[config.mk]
export PLATFORM = sky130hd
export DESIGN_NAME = floor_tracker
export DESIGN_NICKNAME = d
export VERILOG_FILES = /design/src/rtl/floor_trk_pkg.sv /design/src/rtl/flr_tick_gen.sv /design/src/rtl/flr_debounce.sv /design/src/rtl/flr_floor_reg.sv /design/src/rtl/floor_tracker.sv
export SDC_FILE = /design/constraint.sdc
export NUM_CORES = 1
export LEC_CHECK = 0
export ABC_AREA = 1
export ABC_CLOCK_PERIOD_IN_PS = 2140
export CAP_MARGIN = 20
export CORE_MARGIN = 4
export CORE_UTILIZATION = 49
export CTS_BUF_LIST = sky130_fd_sc_hd__clkbuf_8
export CTS_CLUSTER_SIZE = 8
export DETAILED_ROUTE_END_ITERATION = 16
export PLACE_DENSITY_LB_ADDON = 0.25
export SLEW_MARGIN = 5
export SYNTH_ARGS = -nofsm -noshare
export SYNTH_HDL_FRONTEND = slang
export SYNTH_SLANG_ARGS = --single-unit
[constraint.sdc]
create_clock -name clk -period 2.14 [get_ports clk]
set_input_delay 0.321 -clock clk [delete_from_list [all_inputs] [get_ports clk]]
set_output_delay 0.321 -clock clk [all_outputs]
set_load 0.05 [all_outputs]
[src/rtl/floor_trk_pkg.sv]
package floor_trk_pkg;

    typedef enum logic [1:0] {
        MOV_IDLE = 2'd0,
        MOV_UP   = 2'd1,
        MOV_DOWN = 2'd2
    } motion_e;

    localparam logic DIR_DOWN = 1'b1;

    function automatic motion_e to_motion(input logic run, input logic dir);
        if (!run)
            return MOV_IDLE;
        else if (dir == DIR_DOWN)
            return MOV_DOWN;
        else
            return MOV_UP;
    endfunction

endpackage

[src/rtl/flr_tick_gen.sv]
module flr_tick_gen #(
    parameter int CNT_W    = 24,
    parameter int TICK_BIT = 19
) (
    input  logic clk,
    input  logic rst,
    output logic tick
);
    logic [CNT_W-1:0] cnt_q;
    logic             prev_q;

    always_ff @(posedge clk) begin
        if (rst) begin
            cnt_q  <= '0;
            prev_q <= 1'b0;
        end else begin
            cnt_q  <= cnt_q + 1'b1;
            prev_q <= cnt_q[TICK_BIT];
        end
    end

    assign tick = cnt_q[TICK_BIT] & ~prev_q;
endmodule

[src/rtl/flr_debounce.sv]
module flr_debounce #(
    parameter int DEPTH = 3
) (
    input  logic clk,
    input  logic rst,
    input  logic sample_en,
    input  logic raw,
    output logic clean
);
    logic [DEPTH-1:0] sh_q;
    logic             clean_q;

    always_ff @(posedge clk) begin
        if (rst) begin
            sh_q    <= '0;
            clean_q <= 1'b0;
        end else begin
            if (sample_en)
                sh_q <= {sh_q[DEPTH-2:0], raw};
            if (&sh_q)
                clean_q <= 1'b1;
            else if (~|sh_q)
                clean_q <= 1'b0;
        end
    end

    assign clean = clean_q;
endmodule

[src/rtl/flr_floor_reg.sv]
module flr_floor_reg
    import floor_trk_pkg::*;
#(
    parameter int N  = 5,
    parameter int FW = 3
) (
    input  logic          clk,
    input  logic          rst,
    input  logic [N-1:0]  deb,
    input  motion_e       motion,
    output logic [FW-1:0] floor_idx,
    output logic          arrive
);
    logic [FW-1:0] floor_q, floor_d, hi_idx, lo_idx;
    logic          any_set, cur_hit, arrive_q;

    // Highest and lowest set bits, each found by testing single bits
    always_comb begin
        hi_idx = '0;
        for (int i = 0; i < N; i++)
            if (deb[i]) hi_idx = FW'(i);
        lo_idx = '0;
        for (int i = N - 1; i >= 0; i--)
            if (deb[i]) lo_idx = FW'(i);
        cur_hit = 1'b0;
        for (int i = 0; i < N; i++)
            if (deb[i] && (FW'(i) == floor_q)) cur_hit = 1'b1;
        any_set = |deb;
    end

    always_comb begin
        floor_d = floor_q;
        if (any_set) begin
            unique case (motion)
                MOV_UP:   floor_d = hi_idx;
                MOV_DOWN: floor_d = lo_idx;
                default:  floor_d = cur_hit ? floor_q : lo_idx;
            endcase
        end
    end

    always_ff @(posedge clk) begin
        if (rst) begin
            floor_q  <= '0;
            arrive_q <= 1'b0;
        end else begin
            floor_q  <= floor_d;
            arrive_q <= (motion != MOV_IDLE) && (floor_d != floor_q);
        end
    end

    assign floor_idx = floor_q;
    assign arrive    = arrive_q;
endmodule

[src/rtl/floor_tracker.sv]
module floor_tracker
    import floor_trk_pkg::*;
#(
    parameter int NUM_SENSORS = 5,
    parameter int CNT_W       = 24,
    parameter int TICK_BIT    = 19,
    parameter int DEB_DEPTH   = 3,
    localparam int FLOOR_W    = $clog2(NUM_SENSORS)
) (
    input  logic               clk,
    input  logic               rst,
    input  logic [4:0]         sensor_raw,
    input  logic               motor_dir,
    input  logic               motor_run,
    output logic [FLOOR_W-1:0] floor_idx,
    output logic               arrive_pulse
);
    logic                   tick;
    logic [NUM_SENSORS-1:0] deb_vec;
    motion_e                motion;

    flr_tick_gen #(.CNT_W(CNT_W), .TICK_BIT(TICK_BIT)) tick_i (
        .clk(clk), .rst(rst), .tick(tick)
    );

    for (genvar g = 0; g < NUM_SENSORS; g++) begin : g_deb
        flr_debounce #(.DEPTH(DEB_DEPTH)) deb_i (
            .clk(clk), .rst(rst), .sample_en(tick),
            .raw(sensor_raw[g]), .clean(deb_vec[g])
        );
    end

    assign motion = to_motion(motor_run, motor_dir);

    flr_floor_reg #(.N(NUM_SENSORS), .FW(FLOOR_W)) floor_i (
        .clk(clk), .rst(rst), .deb(deb_vec), .motion(motion),
        .floor_idx(floor_idx), .arrive(arrive_pulse)
    );
endmodule

### Word level (Yosys, flattened, before mapping)

Index checks and enable logic that the tools add are counted.

| storage, ports and cells | value |
|---|---|
| output and inout port bits | 4 |
| word-level logic and storage cells | 77 |
| bits of input ports | 9 |
| bits in registers | 49 |

| cells by class | value |
|---|---|
| muxes and demuxes | 29 |
| $add $sub $neg | 1 |
| reduce and logical (&&, ||, !) cells | 19 |
| bitwise logic cells | 2 |
| equality and inequality tests | 12 |

Operators with widths:

| kind | number |
|---|---|
| adder 24 x 1 -> 24 bit (second input constant) | 1 |
| two-way mux 3 bit | 8 |
| two-way mux 1 bit | 16 |
| AND reduction 3 bit | 5 |
| OR reduction 3 bit | 5 |
| != test 2 x 1 -> 1 bit (second input constant) | 5 |
| two-way mux 2 bit | 4 |
| equality test 2 x 3 -> 1 bit (first input constant) | 2 |
| logical AND 1 bit | 6 |
| case mux 3 bit (2 select lines) | 1 |
| OR reduction 5 bit | 1 |
| equality test 1 x 3 -> 1 bit (first input constant) | 1 |
| equality test 3 bit (first input constant) | 1 |
| logical NOT 3 bit | 1 |
| != test 3 bit | 1 |
| equality test 2 x 1 -> 1 bit (second input constant) | 1 |
| equality test 2 bit (second input constant) | 1 |
| nonzero test 2 bit | 1 |
| bitwise AND 1 bit | 1 |
| inverter 1 bit | 1 |

### Logic depth before layout (Yosys ltp)

Gate-level depths: netlist of the first run.

| depth | value |
|---|---|
| word-level depth | 12 |
| mapped depth | 12 |
| gate-level depth less buffers | 12 |

### By module

A second synthesis of the first run with hierarchy kept.

| second synthesis, totals | value |
|---|---|
| cells, all modules | 355 |
| area, all modules | 2,297.2 µm² |

Modules (own cells, without submodules):

| module | seq. area each (µm²) | area each (µm²) | cells each | instances |
|---|---|---|---|---|
| flr_tick_gen | 420.4 | 1,026.0 | 148 | 1 |
| flr_debounce | 80.1 | 160.2 | 24 | 5 |
| flr_floor_reg | 80.1 | 452.9 | 83 | 1 |
| floor_tracker | 0.0 | 17.5 | 4 | 1 |

### Worst setup path after synthesis of the first run

OpenSTA, ideal clock, no wires.

| timing path | value |
|---|---|
| kind | reg2reg |
| from | register floor_i.floor_q[0] (netlist: floor_i.floor_idx[0]) |
| to | register floor_i.arrive_q (netlist: floor_i.arrive) |
| cell stages (with the launch flop) | 12 |
| library setup time | 111 ps |
| clock period less this slack | 1,690 ps |
| data arrival time | 1,578 ps |
| setup slack | 450 ps |
| path buffers | 0 |
| data required time | 2,029 ps |
| path through | dfxtp_1 inv_1 nand2_1 nand3_1 nand3_2 nand2_2 nand3_1 nand2_1 nand3_1 nand3_1 nor2_1 nor2_1 |

| between the ends | value |
|---|---|
| longest elaborated chain between the ends | 12 |
| elaborated cells between the ends (all ways) | 20 |
| classes of those cells | eq/ne: 5; mux: 8; reduce/logical: 7 |

Ends and longest elaborated chain:

| item | RTL line | source |
|---|---|---|
| from (decl) | flr_floor_reg.sv:14 | `logic [FW-1:0] floor_q, floor_d, hi_idx, lo_idx;` |
| from (signal assigned) | flr_floor_reg.sv:47 | `floor_q <= floor_d;` |
| logical NOT 3 bit | flr_floor_reg.sv:27 | `if (deb[i] && (FW'(i) == floor_q)) cur_hit = 1'b1;` |
| logical AND 1 bit | flr_floor_reg.sv:27 |  |
| two-way mux 1 bit (5 in a row) | flr_floor_reg.sv:27 |  |
| two-way mux 3 bit | flr_floor_reg.sv:37 | `default: floor_d = cur_hit ? floor_q : lo_idx;` |
| case mux 3 bit (2 select lines) | flr_floor_reg.sv:34 | `unique case (motion)` |
| two-way mux 3 bit | flr_floor_reg.sv:33 | `if (any_set) begin` |
| != test 3 bit (*) | flr_floor_reg.sv:48 | `arrive_q <= (motion != MOV_IDLE) && (floor_d != floor_q);` |
| logical AND 1 bit (*) | flr_floor_reg.sv:48 |  |
| to (signal assigned) | flr_floor_reg.sv:48 |  |
| to (decl) | flr_floor_reg.sv:15 | `logic any_set, cur_hit, arrive_q;` |

Mark *: on every way between the ends. The rest lies on a longest branch, timed or not.
A chain may end at the register's enable or synchronous reset.

### Worst setup path in the final report of the first run

| timing path | value |
|---|---|
| from | register floor_i.floor_q[0] (netlist: floor_i.floor_idx[0]) |
| to | output floor_idx[0] |

RTL lines:

| item | RTL line | source |
|---|---|---|
| to (decl) | floor_tracker.sv:15 | `output logic [FLOOR_W-1:0] floor_idx,` |

No word-level cell between the ends.

==> results of run 1 <==
## registers in the layout (all words and copies together), names as in the netlist
signal,count
floor_i.floor_idx,3
g_deb.deb_i.clean,5
tick_i.prev_q,1
tick_i.cnt_q,20
floor_i.arrive,1
g_deb.deb_i.sh_q,15
## worst paths after layout
path,slack (ns),cells after the start,endpoint,startpoint
worst max-delay path,0.20,1,floor_idx[0],floor_i.floor_idx[0]
worst max register to register,0.44,10,tick_i.cnt_q[16],tick_i.cnt_q[0]
worst min register to register,0.45,2,tick_i.cnt_q[9],tick_i.cnt_q[9]
worst min-delay path,0.45,2,tick_i.cnt_q[9],tick_i.cnt_q[9]
## layer usage
metal,part of all wire,track usage,vias up,wire length [µm]
met2,0.43,0.231,17,1590
met5,0,0,-,0
li1,-,-,914,-
met3,0.038,0.0344,7,141
met1,0.51,0.199,778,1910
met4,0.021,0.0799,0,79
## cell usage after synthesis (3+ instances only)
cell / instances / area, µm²
inv_1: 31 / 116
nor3_1: 4 / 20.0
a211oi_1: 3 / 22.5
nand2_1: 34 / 128
a21oi_1: 25 / 125
nor2_1: 37 / 139
nand3_1: 16 / 80.1
nand3_2: 5 / 50.1
nor2_2: 6 / 37.5
clkbuf_1: 5 / 18.8
o21ai_1: 3 / 15.0
nand2_2: 4 / 25.0
dfxtp_1: 45 / 901
o21ai_0: 24 / 120
## power groups by stage
stage / Sequential (mW) / Combinational [mW] / Clock, mW
2_1_floorplan: 0.864 / 0.0300 / 0
3_3_place_gp: 0.865 / 0.0538 / 0
3_5_place_dp: 0.865 / 0.0541 / 0
4_1_cts: 0.845 / 0.0543 / 0.538
5_1_grt: 0.846 / 0.0619 / 0.568
6_report: 0.846 / 0.0540 / 0.514
## kinds of logic after synthesis
family                   synth area share
AND/OR/NAND/NOR                     0.293
AO/OA/AOI/OAI                       0.179
flip-flops                          0.434
buffers and inverters              0.0795
XOR/XNOR                          0.00844
adder cells (fa/ha/maj)           0.00602
## stage by stage
stage / setup slack (ns) / hold WS (ns) / cells / instance area [µm²]
after floorplan: 0.450 / 0.418 / 271 / 2080
after global placement: 0.348 / 0.435 / 328 / 2240
after detailed placement: 0.287 / 0.443 / 328 / 2240
after CTS: 0.179 / 0.455 / 335 / 2320
after global routing: 0.143 / 0.477 / 335 / 2320
final: 0.198 / 0.448 / 335 / 2320
## final cells by class
cell class | count | share of cell area
multi-input combinational | 186 | 0.435
sequential | 45 | 0.388
timing repair buffer | 15 | 0.0614
inverter | 32 | 0.0517
clock buffer | 6 | 0.0355
tap | 50 | 0.0269
clock inverter | 1 | 0.00162
==> impl_results.md, run 1 <==
* Starting DRT DRC Count at 84
* Commonest non-fill, non-tap cell in the layout: dfxtp_1
* NetSw at 296 µW
* Largest net degree at the start of global routing at 21
* Via density at 5.12
* Setup TNS at 0 ns
* Sequential Power Share at 0.598
* Area growth syn-to-layout at 11.9%
* Die area at 5340 µm²
* PnR Total Power at 1.41 mW
* Clk slew on worst S/H paths at ~0.08 ns
* Switching Share at 0.209
* #FFs+latches synth at 45
* Min Clock Period, post-route at approximately 1.9 ns
* Worst Tran Pin Value at 0.496 ns
* Final GP Congestion at ~0.83
* Initial Util at 0.512
* Relative slew slack at 0.668
* Final Cycle Share at 0.907
* Syn Std Cell Area at 2080 µm²
* Pre-antenna DRT Iters at 5
* Final hold vios at 0
* Register area at 901 µm²
* Hold buffer count at CTS at 0
* Via count at 1716
* Port bufs at 12
* TritonCTS buffer count at 5
* Layout cell share with drive strength beyond 1 at 0.123
* Max Clock Freq at 0.515 GHz
* Kind of critical path: register to primary output
* Number of global-route vias before repair at 1464
* CTS H-tree lvls at 2
* DP HPWL at 2680 µm
* Final setup fails at 0
* CP cell instances: clkdlybuf4s50_1
* Commonest cells after routing, fill and taps aside: dfxtp_1, nor2_1, nand2_1
* Number of fill cells at between 300 and 400
* Status: complete, no violations
* Setup Buffers After CTS at 0
* Worst EP arrival at between 1.5 and 2 ns
* Die Wd at ~73 µm
* Hold WC Path Type: register to register
* Cell family with most CP delay: buffers and inverters
* Ys Warns at 0
* First-pass GRT wire length at ~6300 µm
* Crit path launch type: register
* CP max FO at 7
* PostCTS Resize Cnt at 0
* Antenna cell count at 0
* Longest Clk Path Bufs at 2
* Final core utilization at 0.573
* Row count at 23
* Worst Skew at 0.00556 ns
* CTS tree: done
* Pins over their slew limit at 0
* Initial antenna violation count at 0
* Slowest-stage cell, CP: clkdlybuf4s50_1
* DRC violations left at 0
* Buffer and inverter count on the worst path at 1
* GRT Util Overall at 0.152
* Post-synth EDFFs at 0
* Sink Count at 45
* Core box area at slightly above 4000 µm²
* Clock share of power at 0.363
* Logic pwr share at 0.038
* Synth unique cells at 37
* Syn nets at approximately 280
* IO Pins at 13
* DR WL/cell at 11.1 µm
* Leakage at 0.886 nW
* Remaining antenna violation count at 0
* Clock Latency Late Sink at approximately 0.29 ns
* Max incr delay on CP at 0.86 ns
* Root buf cell: clkbuf_8
* Max cap viols at 0
* Ys async rst share at 0
* Gr ovfl total at 0
* Multi-input logic area at about 1000 µm²
* Nature of the critical path endpoint: primary output
* Synth Flop Type: dfxtp_1
* Critical Path RT at 1.82 ns
* RSZ-0062 raised after global routing: no
* Syn avg cell area at 7.66 µm²
* Synthesized instance count at 271
* PwrDens at a little over 600 nW/µm²
* Int Pwr at around 1.1 mW
* Fin nets at 295
* VDD IR-drop max at 0.000463 V
* Post-Route WL at around 3700 µm
* Sequential fraction of the synthesis area at 0.434
* Die Ht at roughly 73 µm
Note: power is estimated with default switching activity, not from simulation.
==> run 2, diff against run 1 <==
- ABC_CLOCK_PERIOD_IN_PS: 2140 -> not set
- MAX_ROUTING_LAYER: not set -> met4
==> run 2 against run 1 <==
Clock-buffer cell count is the same. Critical path depth is the same. Highest routed layer unchanged. Via count is the same.
==> impl_results.md, run 2 (synthesis results as in run 1) <==
* Max incr delay on CP at 0.86 ns (about the same)
* Remaining antenna violation count at 0 (unchanged)
* Reg2reg setup slack at 0.44 ns (about the same)
* DP HPWL at 2680 µm (unchanged)
* Commonest non-fill, non-tap cell in the layout: dfxtp_1
* CTS tree: done
* Worst Tran Pin Value at 0.496 ns (unchanged)
* Post-Route WL at 3730 µm (unchanged)
* Port bufs at 12 (unchanged)
* Row count at 23 (unchanged)
* CP cell instances: clkdlybuf4s50_1
* Via count at 1716 (unchanged)
* Int Pwr at 1.12 mW (unchanged)
* Commonest cells after routing, fill and taps aside: dfxtp_1, nor2_1, nand2_1
* Worst Skew at 0.00556 ns (+0.000000360 ns)
* Final Instance Area at 2320 µm² (unchanged)
* Pins over their slew limit at 0 (unchanged)
* DRC violations left at 0 (unchanged)
* Kind of critical path: register to primary output
* Number of global-route vias before repair at 1462 (-0.14%)
* GRT Util Overall at 0.156 (+0.00443)
* Buffer and inverter count on the worst path at 1 (unchanged)
* PostCTS Resize Cnt at 0 (unchanged)
* Initial Util at 0.512 (unchanged)
* Setup TNS at 0 ns (unchanged)
* Top reg by flops: tick_i.cnt_q
* TritonCTS buffer count at 5 (unchanged)
* Initial antenna violation count at 0 (unchanged)
* Sink Count at 45 (unchanged)
* Largest net degree at the start of global routing at 21 (unchanged)
* Die area at 5340 µm² (unchanged)
* Antenna cell count at 0 (unchanged)
* Critical Path Source: floor_i.floor_idx[0]
* CP Capture Point: floor_idx[0]
* DR WL/cell at 11.1 µm (unchanged)
* Clk slew on worst S/H paths at 0.08 ns (about the same)
* Startpoint of the worst register-to-register path: tick_i.cnt_q[0]
* Root buf cell: clkbuf_8
* Final setup fails at 0 (unchanged)
* Fin nets at 295 (unchanged)
* Layout cell share with drive strength beyond 1 at 0.123 (unchanged)
* Min Clock Period, post-route at 1.94 ns (+0.000184 ns)
* Crit path launch type: register
* Final GP Congestion at 0.843 (+1.5%)
* Starting DRT DRC Count at 84 (unchanged)
* Critical Path RT at 1.82 ns (about the same)
* First-pass GRT wire length at 6340 µm (-0.11%)
* Reg2Reg Depth at 10 (unchanged)
* Hold WC Path Type: register to register
* PwrDens at 608 nW/µm² (about the same)
* Clock share of power at 0.364 (about the same)
* Critical path depth in cells at 1 (unchanged)
* Relative slew slack at 0.668 (unchanged)
* CTS H-tree lvls at 2 (unchanged)
* NetSw at 296 µW (about the same)
* CP max FO at 7 (unchanged)
* VDD IR-drop max at 0.000463 V (about the same)
* Die Ht at 73.1 µm (unchanged)
* Worst EP arrival at 1.62 ns (about the same)
* Max cap viols at 0 (unchanged)
* Clock Latency Late Sink at 0.29 ns (about the same)
* RSZ-0062 raised after global routing: no
* Core box area at 4060 µm² (unchanged)
* RR Endpoint: tick_i.cnt_q[16]
* Slowest-stage cell, CP: clkdlybuf4s50_1
* Logic pwr share at 0.038 (about the same)
* Status: complete, no violations
* Setup Buffers After CTS at 0 (unchanged)
* Die Wd at 73.1 µm (unchanged)
* Switching Share at 0.209 (about the same)
* Area growth syn-to-layout at 11.9% (unchanged)
* Final hold vios at 0 (unchanged)
* Final Cycle Share at 0.908 (about the same)
* Max reg flops at 20 (unchanged)
* Max Clock Freq at 0.515 GHz (about the same)
* DP Area at 2240 µm² (unchanged)
* Cell family with most CP delay: buffers and inverters
* Nature of the critical path endpoint: primary output
* IO Pins at 13 (unchanged)
* Pre-antenna DRT Iters at 5 (unchanged)
* Gr ovfl total at 0 (unchanged)
* Leakage at 0.886 nW (unchanged)
* Longest Clk Path Bufs at 2 (unchanged)
* WHS Path Cells at 2 (unchanged)
* Via density at 5.12 (unchanged)
* Sequential Power Share at 0.598 (about the same)
* Hold buffer count at CTS at 0 (unchanged)
-- run 2: cell counts in the layout (fill, tap and decap cells not counted) --
Identical to the previous run, type by type.
-- run 2: layout make-up --
type | instances | area (µm²)
fillers | 389 | 1730
flip-flops and latches | 45 | 901
clock inverters | 1 | 3.75
well taps | 50 | 62.6
clock buffers | 6 | 82.6
multi-input cells | 186 | 1010
inverters | 32 | 120
repair buffers | 15 | 143
-- run 2: layer usage --
layer	share of wire	up-vias	routed length, µm	GRT usage
li1	-	914	-	-
met5	0	-	0	-
met3	0.038	7	141	0.0344
met4	0.021	0	79	0.0799
met1	0.51	778	1910	0.199
met2	0.43	17	1590	0.231
-- run 2: worst min-delay path by stage --
stage | slack (ns) | endpoint | from
2_1_floorplan | 0.42 | tick_i.cnt_q[0] | tick_i.cnt_q[0]
3_5_place_dp | 0.44 | tick_i.cnt_q[17] | tick_i.cnt_q[17]
4_1_cts | 0.45 | tick_i.cnt_q[17] | tick_i.cnt_q[17]
6_report | 0.45 | tick_i.cnt_q[9] | tick_i.cnt_q[9]
3_3_place_gp | 0.44 | tick_i.cnt_q[17] | tick_i.cnt_q[17]
5_1_grt | 0.48 | tick_i.cnt_q[17] | tick_i.cnt_q[17]
-- run 2: power groups by stage --
stage / combinational (mW) / sequential [mW] / clock (mW)
3_3_place_gp: 0.0538 / 0.865 / 0
3_5_place_dp: 0.0541 / 0.865 / 0
4_1_cts: 0.0543 / 0.845 / 0.538
5_1_grt: 0.0619 / 0.846 / 0.568
2_1_floorplan: 0.0300 / 0.864 / 0
6_report: 0.0540 / 0.846 / 0.514
-- run 2: metrics by stage --
step	power [mW]	cells	utilization	worst slack [ns]	hold WS [ns]
2_1_floorplan	0.894	271	-	0.450	0.418
3_3_place_gp	0.919	328	0.551	0.348	0.435
3_5_place_dp	0.919	328	0.551	0.287	0.443
4_1_cts	1.44	335	0.573	0.179	0.455
5_1_grt	1.48	335	0.573	0.143	0.477
6_report	1.41	335	0.573	0.198	0.448
==> run 3, diff against run 2 <==
- SLEW_MARGIN: 5 -> not set
==> results of run 3 <==
The final DEF is identical to that of run 2; final timing and power are the same.
